--- src/rtl/rtc_stat_pkg.sv ---
package rtc_stat_pkg;
   localparam int STAT_OSF_BIT  = 7;
   localparam int STAT_EN32_BIT = 3;
   localparam int STAT_BUSY_BIT = 2;
   localparam int STAT_AL2_BIT  = 1;
   localparam int STAT_AL1_BIT  = 0;
   localparam int TRIM_W        = 8;
   localparam int NUM_FLAGS     = 3;
   // flag slots inside the sticky bank
   typedef enum int {FL_AL1 = 0, FL_AL2 = 1, FL_OSF = 2} flag_idx_e;
endpackage

--- src/rtl/rtc_flag_bank.sv ---
module rtc_flag_bank #(
   parameter int            N       = 3,
   parameter logic [N-1:0]  RST_VAL = '0
) (
   input  logic         clk,
   input  logic         rst_n,
   input  logic [N-1:0] set_i,
   input  logic [N-1:0] clr_i,
   output logic [N-1:0] q_o
);
   if (N < 1) begin : g_bad_n
      $error("rtc_flag_bank: N must be at least 1");
   end

   for (genvar i = 0; i < N; i++) begin : g_flag
      always_ff @(posedge clk or negedge rst_n) begin
         if (!rst_n)        q_o[i] <= RST_VAL[i];
         else if (set_i[i]) q_o[i] <= 1'b1;   // event beats clear
         else if (clr_i[i]) q_o[i] <= 1'b0;
      end
   end
endmodule

--- src/rtl/rtc_busy_ctl.sv ---
module rtc_busy_ctl (
   input  logic clk,
   input  logic rst_n,
   input  logic req_i,
   input  logic idle_i,
   output logic busy_o,
   output logic start_o
);
   always_ff @(posedge clk or negedge rst_n) begin
      if (!rst_n) begin
         busy_o  <= 1'b0;
         start_o <= 1'b0;
      end else if (busy_o) begin
         start_o <= 1'b0;
         if (idle_i) busy_o <= 1'b0;
      end else begin
         start_o <= req_i;
         if (req_i) busy_o <= 1'b1;
      end
   end
endmodule

--- src/rtl/rtc_cap_adjust.sv ---
module rtc_cap_adjust #(
   parameter int CAP_W  = 8,
   parameter int TRIM_W = 8
) (
   input  logic [CAP_W-1:0]  base_i,
   input  logic [TRIM_W-1:0] trim_i,
   output logic [CAP_W-1:0]  code_o
);
   localparam int WIDE = ((CAP_W > TRIM_W) ? CAP_W : TRIM_W) + 2;

   logic signed [WIDE-1:0] base_s, trim_s, sum_s, top_s;

   always_comb begin
      base_s = $signed({{(WIDE-CAP_W){1'b0}}, base_i});
      trim_s = $signed({{(WIDE-TRIM_W){trim_i[TRIM_W-1]}}, trim_i});
      top_s  = $signed({{(WIDE-CAP_W){1'b0}}, {CAP_W{1'b1}}});
      sum_s  = base_s + trim_s;
      if (sum_s < 0)          code_o = '0;
      else if (sum_s > top_s) code_o = '1;
      else                    code_o = sum_s[CAP_W-1:0];
   end
endmodule

--- src/rtl/rtc_stat_trim.sv ---
module rtc_stat_trim
   import rtc_stat_pkg::*;
#(
   parameter int                ADDR_W    = 8,
   parameter logic [ADDR_W-1:0] STAT_ADDR = 'h0F,
   parameter logic [ADDR_W-1:0] TRIM_ADDR = 'h10,
   parameter int                CAP_W     = 8,
   parameter bit                CAP_REG   = 1'b0
) (
   input  logic              clk,
   input  logic              rst_n,
   input  logic [ADDR_W-1:0] bus_addr,
   input  logic [7:0]        bus_wdata,
   input  logic              bus_we,
   output logic [7:0]        bus_rdata,
   input  logic              osc_stopped_i,
   input  logic              alarm1_hit_i,
   input  logic              alarm2_hit_i,
   input  logic              alarm1_ie_i,
   input  logic              alarm2_ie_i,
   input  logic              intcn_i,
   input  logic              conv_req_i,
   input  logic              tcxo_idle_i,
   input  logic [CAP_W-1:0]  base_cap_i,
   output logic              int_n_o,
   output logic              clk32_en_o,
   output logic              conv_start_o,
   output logic [CAP_W-1:0]  cap_code_o
);
   if (ADDR_W < 5 || ADDR_W > 32) begin : g_bad_aw
      $error("rtc_stat_trim: ADDR_W out of range");
   end
   if (CAP_W < 2 || CAP_W > 16) begin : g_bad_cw
      $error("rtc_stat_trim: CAP_W out of range");
   end
   if (STAT_ADDR == TRIM_ADDR) begin : g_bad_map
      $error("rtc_stat_trim: register addresses collide");
   end

   logic                 stat_wr, trim_wr;
   logic [NUM_FLAGS-1:0] flag_set, flag_clr, flag_q;
   logic                 en32_q, busy_q;
   logic [TRIM_W-1:0]    trim_q;
   logic [CAP_W-1:0]     cap_comb;

   assign stat_wr = bus_we && (bus_addr == STAT_ADDR);
   assign trim_wr = bus_we && (bus_addr == TRIM_ADDR);

   always_comb begin
      flag_set         = '0;
      flag_set[FL_AL1] = alarm1_hit_i;
      flag_set[FL_AL2] = alarm2_hit_i;
      flag_set[FL_OSF] = osc_stopped_i;
      flag_clr         = '0;
      flag_clr[FL_AL1] = stat_wr && !bus_wdata[STAT_AL1_BIT];
      flag_clr[FL_AL2] = stat_wr && !bus_wdata[STAT_AL2_BIT];
      flag_clr[FL_OSF] = stat_wr && !bus_wdata[STAT_OSF_BIT];
   end

   rtc_flag_bank #(
      .N       (NUM_FLAGS),
      .RST_VAL (NUM_FLAGS'(1) << FL_OSF)
   ) u_flags (
      .clk   (clk),
      .rst_n (rst_n),
      .set_i (flag_set),
      .clr_i (flag_clr),
      .q_o   (flag_q)
   );

   rtc_busy_ctl u_busy (
      .clk     (clk),
      .rst_n   (rst_n),
      .req_i   (conv_req_i),
      .idle_i  (tcxo_idle_i),
      .busy_o  (busy_q),
      .start_o (conv_start_o)
   );

   always_ff @(posedge clk or negedge rst_n) begin
      if (!rst_n) begin
         en32_q <= 1'b1;
         trim_q <= '0;
      end else begin
         if (stat_wr) en32_q <= bus_wdata[STAT_EN32_BIT];
         if (trim_wr) trim_q <= bus_wdata;
      end
   end

   always_comb begin
      bus_rdata = '0;
      if (bus_addr == STAT_ADDR) begin
         bus_rdata[STAT_OSF_BIT]  = flag_q[FL_OSF];
         bus_rdata[STAT_EN32_BIT] = en32_q;
         bus_rdata[STAT_BUSY_BIT] = busy_q;
         bus_rdata[STAT_AL2_BIT]  = flag_q[FL_AL2];
         bus_rdata[STAT_AL1_BIT]  = flag_q[FL_AL1];
      end else if (bus_addr == TRIM_ADDR) begin
         bus_rdata = trim_q;
      end
   end

   assign clk32_en_o = en32_q;
   assign int_n_o    = !(intcn_i && ((flag_q[FL_AL1] && alarm1_ie_i) ||
                                     (flag_q[FL_AL2] && alarm2_ie_i)));

   rtc_cap_adjust #(
      .CAP_W  (CAP_W),
      .TRIM_W (TRIM_W)
   ) u_cap (
      .base_i (base_cap_i),
      .trim_i (trim_q),
      .code_o (cap_comb)
   );

   if (CAP_REG) begin : g_cap_reg
      logic [CAP_W-1:0] cap_q;
      always_ff @(posedge clk or negedge rst_n) begin
         if (!rst_n) cap_q <= '0;
         else        cap_q <= cap_comb;
      end
      assign cap_code_o = cap_q;
   end else begin : g_cap_comb
      assign cap_code_o = cap_comb;
   end
endmodule

--- config.mk ---
export PLATFORM = sky130hd
export DESIGN_NAME = rtc_stat_trim
export DESIGN_NICKNAME = d
export VERILOG_FILES = /design/src/rtl/rtc_stat_pkg.sv /design/src/rtl/rtc_flag_bank.sv /design/src/rtl/rtc_busy_ctl.sv /design/src/rtl/rtc_cap_adjust.sv /design/src/rtl/rtc_stat_trim.sv
export SDC_FILE = /design/constraint.sdc
export NUM_CORES = 1
export LEC_CHECK = 0
export CAP_MARGIN = 20
export CORE_AREA = 2 2 63 65
export CTS_CLUSTER_SIZE = 28
export DETAILED_ROUTE_END_ITERATION = 16
export DIE_AREA = 0 0 65 67
export DONT_BUFFER_PORTS = 1
export SLEW_MARGIN = 10
export SYNTH_ARGS = -nofsm -noshare
export SYNTH_HDL_FRONTEND = slang
export SYNTH_SLANG_ARGS = --single-unit
--- constraint.sdc ---
create_clock -name clk -period 4.25 [get_ports clk]
set_clock_uncertainty 0.05 [all_clocks]
set_input_delay 0.425 -clock clk [delete_from_list [all_inputs] [get_ports clk]]
set_output_delay 0.425 -clock clk [all_outputs]
set_load 0.05 [all_outputs]
* After elaboration in Yosys (flattened, before gate mapping)
Index checks and enable logic that the tools add are counted.
** Storage, ports and cells
- Register bits :: 14
- Input port bits :: 35
- Word-level logic and storage cells :: 44
** Operators by class
- $add $sub $neg :: 1
- Order comparisons :: 2
- Equal/unequal tests :: 2
- Mux-type cells :: 16
- Reduce and logical (&&, ||, !) cells :: 16
** Operators by type and width (count)
- two-way mux 8 bit :: 3
- two-way mux 1 bit :: 11
- adder 9 x 8 -> 10 bit :: 1
- greater-than comparator 10 x 9 -> 1 bit, second input constant :: 1
- less-than comparator 10 x 1 -> 1 bit, second input constant :: 1
- equality test 8 x 4 -> 1 bit, second input constant :: 1
- equality test 8 x 5 -> 1 bit, second input constant :: 1
- logical AND 1 bit :: 8
- nonzero test 2 bit :: 3
- logical NOT 1 bit :: 4
- two-way mux 4 bit :: 1
- two-way mux 3 bit :: 1
- logical OR 1 bit :: 1

* Depth between registers and ports, before layout
Gate-level depths: netlist of the first run.
- Depth in word-level cells :: 5
- Gate-level depth with buffers :: 9
- Mapped depth without buffers :: 8

* Hierarchy
From an unflattened synthesis of the first run, not the netlist that was laid out.
** Second synthesis, totals
- Cell total of the unflattened synthesis :: 145
- Area total of the unflattened synthesis :: 1341.3 um^2
** Modules (own cells, without submodules)
- rtc_cap_adjust :: times used 1, cells an instance 80, area each 631.9 um^2, seq. area each 0.0 um^2
- rtc_stat_trim :: times used 1, cells an instance 51, area each 534.3 um^2, seq. area each 226.5 um^2
- rtc_flag_bank :: times used 1, cells an instance 9, area each 110.1 um^2, seq. area each 76.3 um^2
- rtc_busy_ctl :: times used 1, cells an instance 5, area each 65.1 um^2, seq. area each 50.0 um^2

* Least setup slack after synthesis of the first run
No wires, ideal clock.
- Path type :: input to output
- Start point :: input port base_cap_i[0]
- End point :: output port cap_code_o[0]
- Arrival :: 2923 ps
- Slack :: 852 ps
- Stages :: 9
- Cells stage by stage :: ha_1 inv_1 fa_1 nand2b_1 a211oi_1 or3_1 buf_2 nor2_1 o31ai_1
** On the way
- Word-level cells in the longest chain between the ends :: 4
- Elaborated cells between the ends (all ways) :: 5
- Those cells by class :: 1 x add/sub; 2 x order compare; 2 x mux
** Ends and longest elaborated chain
- start: declaration :: line rtc_stat_trim.sv:24 : input logic [CAP_W-1:0] base_cap_i,
- adder 9 x 8 -> 10 bit (*) :: line rtc_cap_adjust.sv:17 : sum_s = base_s + trim_s;
- greater-than comparator 10 x 9 -> 1 bit :: line rtc_cap_adjust.sv:19 : else if (sum_s > top_s) code_o = '1;
- two-way mux 8 bit :: line rtc_cap_adjust.sv:19
- two-way mux 8 bit (*) :: line rtc_cap_adjust.sv:18 : if (sum_s < 0) code_o = '0;
- end: declaration :: line rtc_stat_trim.sv:28 : output logic [CAP_W-1:0] cap_code_o
Mark *: on every way between the ends. The rest lies on a longest branch, timed or not.

* Worst setup path after layout of the first run
- Start point :: register trim_q[0]
- End point :: output port cap_code_o[0]
** On the way
- Word-level cells in the longest chain between the ends :: 4
- Elaborated cells between the ends (all ways) :: 5
- Those cells by class :: 1 x add/sub; 2 x order compare; 2 x mux
** Ends and longest elaborated chain
- start: declaration :: line rtc_stat_trim.sv:43 : logic [TRIM_W-1:0] trim_q;
- start signal: assignment :: line rtc_stat_trim.sv:86 : if (trim_wr) trim_q <= bus_wdata;
- adder 9 x 8 -> 10 bit (*) :: line rtc_cap_adjust.sv:17
- greater-than comparator 10 x 9 -> 1 bit :: line rtc_cap_adjust.sv:19
- two-way mux 8 bit :: line rtc_cap_adjust.sv:19
- two-way mux 8 bit (*) :: line rtc_cap_adjust.sv:18
Marked as above.

==> results of run 1 <==
-- state kept, by name, summed over array words and instances (netlist names) --
register	flops
u_busy.start_o	1
clk32_en_o	1
u_busy.busy_o	1
u_flags.q_o	3
trim_q	8
-- layer usage --
layer  vias up  GRT usage  part of all wire
met3         2     0.0304             0.068
li1        501          -                 -
met1       467      0.150              0.41
met5         -          0                 0
met4         0     0.0399            0.0052
met2        36      0.268              0.52
-- report_power, final --
part / leakage, nW / switching (mW) / internal [mW]
Clock: 0.0228 / 0.0407 / 0.0659
Sequential: 0.173 / 0.0118 / 0.140
Combinational: 0.398 / 0.101 / 0.0506
Total: 0.593 / 0.153 / 0.257
-- final cells by class --
type	instances	share of cell area
multi-input combinational	105	0.604
sequential	14	0.257
tap	48	0.0438
timing repair buffer	7	0.0401
clock buffer	4	0.0328
inverter	8	0.0219
-- cell usage in the layout (no fill, tap or decap), drive strengths merged, types with 2 or more instances in the layout --
cell type and count:
xnor2 4, a21oi 11, mux2 9, o22ai 2, ha 9, dfstp 2, dfrtp 12, nor2 10
o21ai 4, and2 3, or3 3, nand4b 2, nor3 4, o211ai 2, inv 8, nand2b 4
buf 6, nor2b 2, xor2 2, nand2 6, clkbuf 4, a22o 6, a211oi 4, o31ai 2
-- final timing paths --
| path | to | slack, ns | depth (start not counted) |
|---|---|---|---|
| min in group asynchronous | trim_q[2] | 0.61 | 1 |
| worst max register to register | trim_q[7] | 3.22 | 1 |
| worst min register to register | u_busy.start_o | 0.44 | 1 |
| max in group asynchronous | trim_q[6] | 3.12 | 1 |
| worst min-delay path | u_busy.busy_o | 0.23 | 1 |
| worst max-delay path | cap_code_o[0] | 0.95 | 8 |
-- timing repair --
action / in CTS / in global routing
hold buffers: 1 / 0
setup endpoints to repair: 0 / 0
hold endpoints to repair: 14 / 0
-- cell families after synthesis --
| family | Yosys count | synth area share |
|---|---|---|
| flip-flops | 14 | 0.285 |
| XOR/XNOR | 6 | 0.0424 |
| adder cells (fa/ha/maj) | 10 | 0.107 |
| multiplexers | 9 | 0.0817 |
| buffers and inverters | 12 | 0.0505 |
| AO/OA/AOI/OAI | 38 | 0.221 |
| AND/OR/NAND/NOR | 42 | 0.213 |
-- per-stage QoR --
step / instances / cell area, um^2
finish: 186 / 1370
global route: 186 / 1370
CTS: 186 / 1370
detailed placement: 181 / 1320
global placement: 181 / 1320
floorplan: 131 / 1240
-- Yosys cell counts (all sizes together) (6+ instances only) --
master,number
inv,8
mux2,9
a22o,6
nand2,6
nor2,10
ha,9
dfrtp,12
a21oi,11
==> out/metrics.csv, run 1 <==
metric,value,unit
overflow,0,
netlist_area,1240,um^2
dieArea,4360,um^2
startpoint,trim_q[0],
ys_seq_elements,14,
ys_types,44,
finalHoldViolations,0,
endpoint_kind,primary output,
rows,22,
path_clk_slew,0.06,ns
peakVddDrop,0.000156,V
clock.fmax,0.303,GHz
final_nets,184,
h-tree-depth,1,
routed_wl,2880,um
synth_top_area_share,0.242,
clock-root-buffer,clkbuf_8,
final_core_util,0.381,
hold_path_class,in2reg,
track_usage,0.139,
seq_area_frac_synth,0.285,
tns,0,ns
period_minus_slack,3.30,ns
grt_pass1_vias,1091,
total_power,0.410,mW
fillers,366,
via_count,1006,
pre_cts_ws,1.14,ns
worst_pin_slew,0.980,ns
crit_buf_inv,1,
path_max_fanout,5,
syn2layout_area_growth,10.7,%
max_stage_delay,0.78,ns
finalWorstSetupSlack,0.949,ns
path_class,reg2out,
grt_pass1_wl,4770,um
drtAntennaViolNets,0,
antennaDiodeCount,0,
post_cts_resized,0,
hold_start,tcxo_idle_i,
reg2reg_from,trim_q[7],
maxCapViolations,0,
crit_chain,"ha_1, inv_1, fa_1, nand2b_1, a211oi_1, or3_1, nor2_1, o31ai_2",
async_flop_share,1.00,
relSlewSlack,0.342,
drt_iter0_drc,41,
hpwl,2390,um
die_h,67,um
wl_per_cell,15.5,um
cp_top_family,compound AO/OA/AOI/OAI gates,
cp-start-kind,flip-flop,
grt_max_degree,15,
first_pass_iters,4,
pin_count,54,
clock_latency,0.23,ns
p_leak,0.593,nW
clkSinkCount,14,
drc,0,
drv_slew,0,
power_density,299,nW/um^2
syn_area_per_cell,9.47,um^2
crit_arrival,2.83,ns
status,"complete, no violations",
port_buffers,0,
synth_flop_cell,dfrtp_1,
coreArea,3610,um^2
multi_input_area,830,um^2
vias_per_cell,5.41,
clockBufferDepth,2,
synthesis.nets,176,
whs,0.226,ns
gp_congestion,0.759,
regArea,353,um^2
post-route-period-util,0.777,
syn_inst,131,
critical_path.slowest_cell,o31ai_2,
drive_gt1_frac,0.232,
setup_violations,0,
synthTopCellsByArea,"dfrtp_1 24%, ha_1 9.1%, mux2_2 8.2%",
cts_tree,done,
fp.dieW,65,um
synth_edf_count,0,
worstPathRequired,3.77,ns
cts_buffers,3,
post_cts_buffers,0,
ys_warn_count,0,
start_util,0.344,
synth_top_area_cell,dfrtp_1,
rsz0062_at_grt,false,
antenna_found_initial,0,
No activity file was read; power rests on OpenSTA's default activity.
==> run 2, diff against run 1 <==
==> constraint.sdc (replaced) <==
create_clock -name clk -period 2.9 [get_ports clk]
set_clock_uncertainty 0.05 [all_clocks]
set_input_delay 0.29 -clock clk [delete_from_list [all_inputs] [get_ports clk]]
set_output_delay 0.29 -clock clk [all_outputs]
set_load 0.05 [all_outputs]
==> out/metrics.csv, run 2 (synthesis results as in run 1) <==
metric,value,unit
crit_arrival,2.47,ns
final_core_util,0.402,
rsz0062_at_grt,true,
post-route-period-util,0.969,
final_common_cell,dfrtp_1,
setup_violations,0,
path_clk_slew,0.06,ns
fin_area,1450,um^2
regMostFlops,trim_q,
finalHoldViolations,0,
period_minus_slack,2.81,ns
clkSinkCount,14,
peakVddDrop,0.000239,V
layout_common_cells,"12 x dfrtp_1, 9 x nor2_1, 9 x a21oi_1, 9 x mux2_2, 9 x ha_1",
endpoint_kind,primary output,
drc,0,
clock-root-buffer,clkbuf_8,
hpwl,2380,um
relSlewSlack,0.586,
fp.dieW,65,um
drt_iter0_drc,38,
cts_tree,done,
dpl_cell_area,1330,um^2
first_pass_iters,4,
p_leak,0.624,nW
r2r_slack,1.88,ns
final_nets,186,
gp_congestion,0.783,
track_usage,0.135,
worst_pin_slew,0.620,ns
finalWorstSetupSlack,0.0907,ns
coreArea,3610,um^2
die_h,67,um
maxCapViolations,0,
pre_cts_ws,0.263,ns
largest_reg_flops,8,
start_util,0.344,
r2r_cells,2,
antennaDiodeCount,0,
holdPathEnd,u_busy.busy_o,
syn2layout_area_growth,17.0,%
grt_pass1_wl,4680,um
top_regs,"trim_q (8), u_flags.q_o (3)",
clockBufferDepth,2,
cp-start-kind,flip-flop,
grt_max_degree,15,
worstPathRequired,2.56,ns
dieArea,4360,um^2
clock.fmax,0.356,GHz
drv_slew,0,
antenna_found_initial,0,
rows,22,
wl_per_cell,15.1,um
power_density,443,nW/um^2
status,"complete, no violations",
timing.rr.end,trim_q[7],
startpoint,trim_q[1],
hold_depth,1,
path_max_fanout,7,
port_buffers,0,
drive_gt1_frac,0.307,
path_class,reg2out,
clock_latency,0.24,ns
grt_pass1_vias,1089,
hold_start,tcxo_idle_i,
routed_wl,2840,um
vias_per_cell,5.46,
drtAntennaViolNets,0,
hold_path_class,in2reg,
cts_buffers,3,
reg2reg_from,trim_q[7],
pin_count,54,
via_count,1027,
fillers,375,
overflow,0,
h-tree-depth,1,
[run 2: layer usage]
metal,up-vias,share of wire,global-route usage
met3,2,0.074,0.0236
met2,39,0.49,0.244
li1,504,-,-
met5,-,0,0
met1,482,0.43,0.160
met4,0,0.0067,0.0479
[run 2: final cells by class]
type                       count  area, um^2  share of cell area
timing repair buffer           9        73.8              0.0509
multi-input combinational    105         878               0.606
tap                           48        60.1              0.0414
inverter                       8        30.0              0.0207
sequential                    14         353               0.243
clock buffer                   4        55.1              0.0380
[run 2: through the flow]
step | cells | TNS [ns] | hold slack, ns | total power [mW]
floorplan | 131 | 0 | -0.0556 | 0.404
global placement | 183 | 0 | -0.0552 | 0.443
detailed placement | 183 | 0 | -0.0552 | 0.446
CTS | 188 | 0 | 0.0843 | 0.636
global route | 188 | -0.0355 | 0.0774 | 0.674
finish | 188 | 0 | 0.0825 | 0.642
[run 2: what timing repair did]
| action | in CTS | in global routing |
|---|---|---|
| buffers inserted | 0 | 0 |
| endpoints found under the setup margin | 1 | 8 |
| endpoints found under the hold margin | 14 | 0 |
| gates cloned | 0 | 0 |
| gates resized for setup | 1 | 9 |
| hold buffers | 1 | 0 |
| pin swaps | 0 | 5 |
[run 2: power breakdown]
group	total, mW	internal [mW]	switching, mW
combinational	0.236	0.0820	0.154
sequential	0.221	0.206	0.0149
clock	0.186	0.120	0.0656
[run 2: how the worst max path moves through the flow]
stage | to | slack (ns)
after detailed placement | cap_code_o[4] | 0.26
after global placement | cap_code_o[4] | 0.35
final | cap_code_o[7] | 0.09
after CTS | cap_code_o[1] | 0.04
after floorplan | cap_code_o[2] | 0.04
after global routing | cap_code_o[7] | -0.02
[run 2: worst max-delay path, cell delays in order (launching register included)]
cell and delay (ns):
dfrtp_1 0.41, ha_1 0.29, a211oi_2 0.30, o31ai_4 0.14
a221o_2 0.45, or2_0 0.24, o22ai_1 0.18, buf_4 0.22
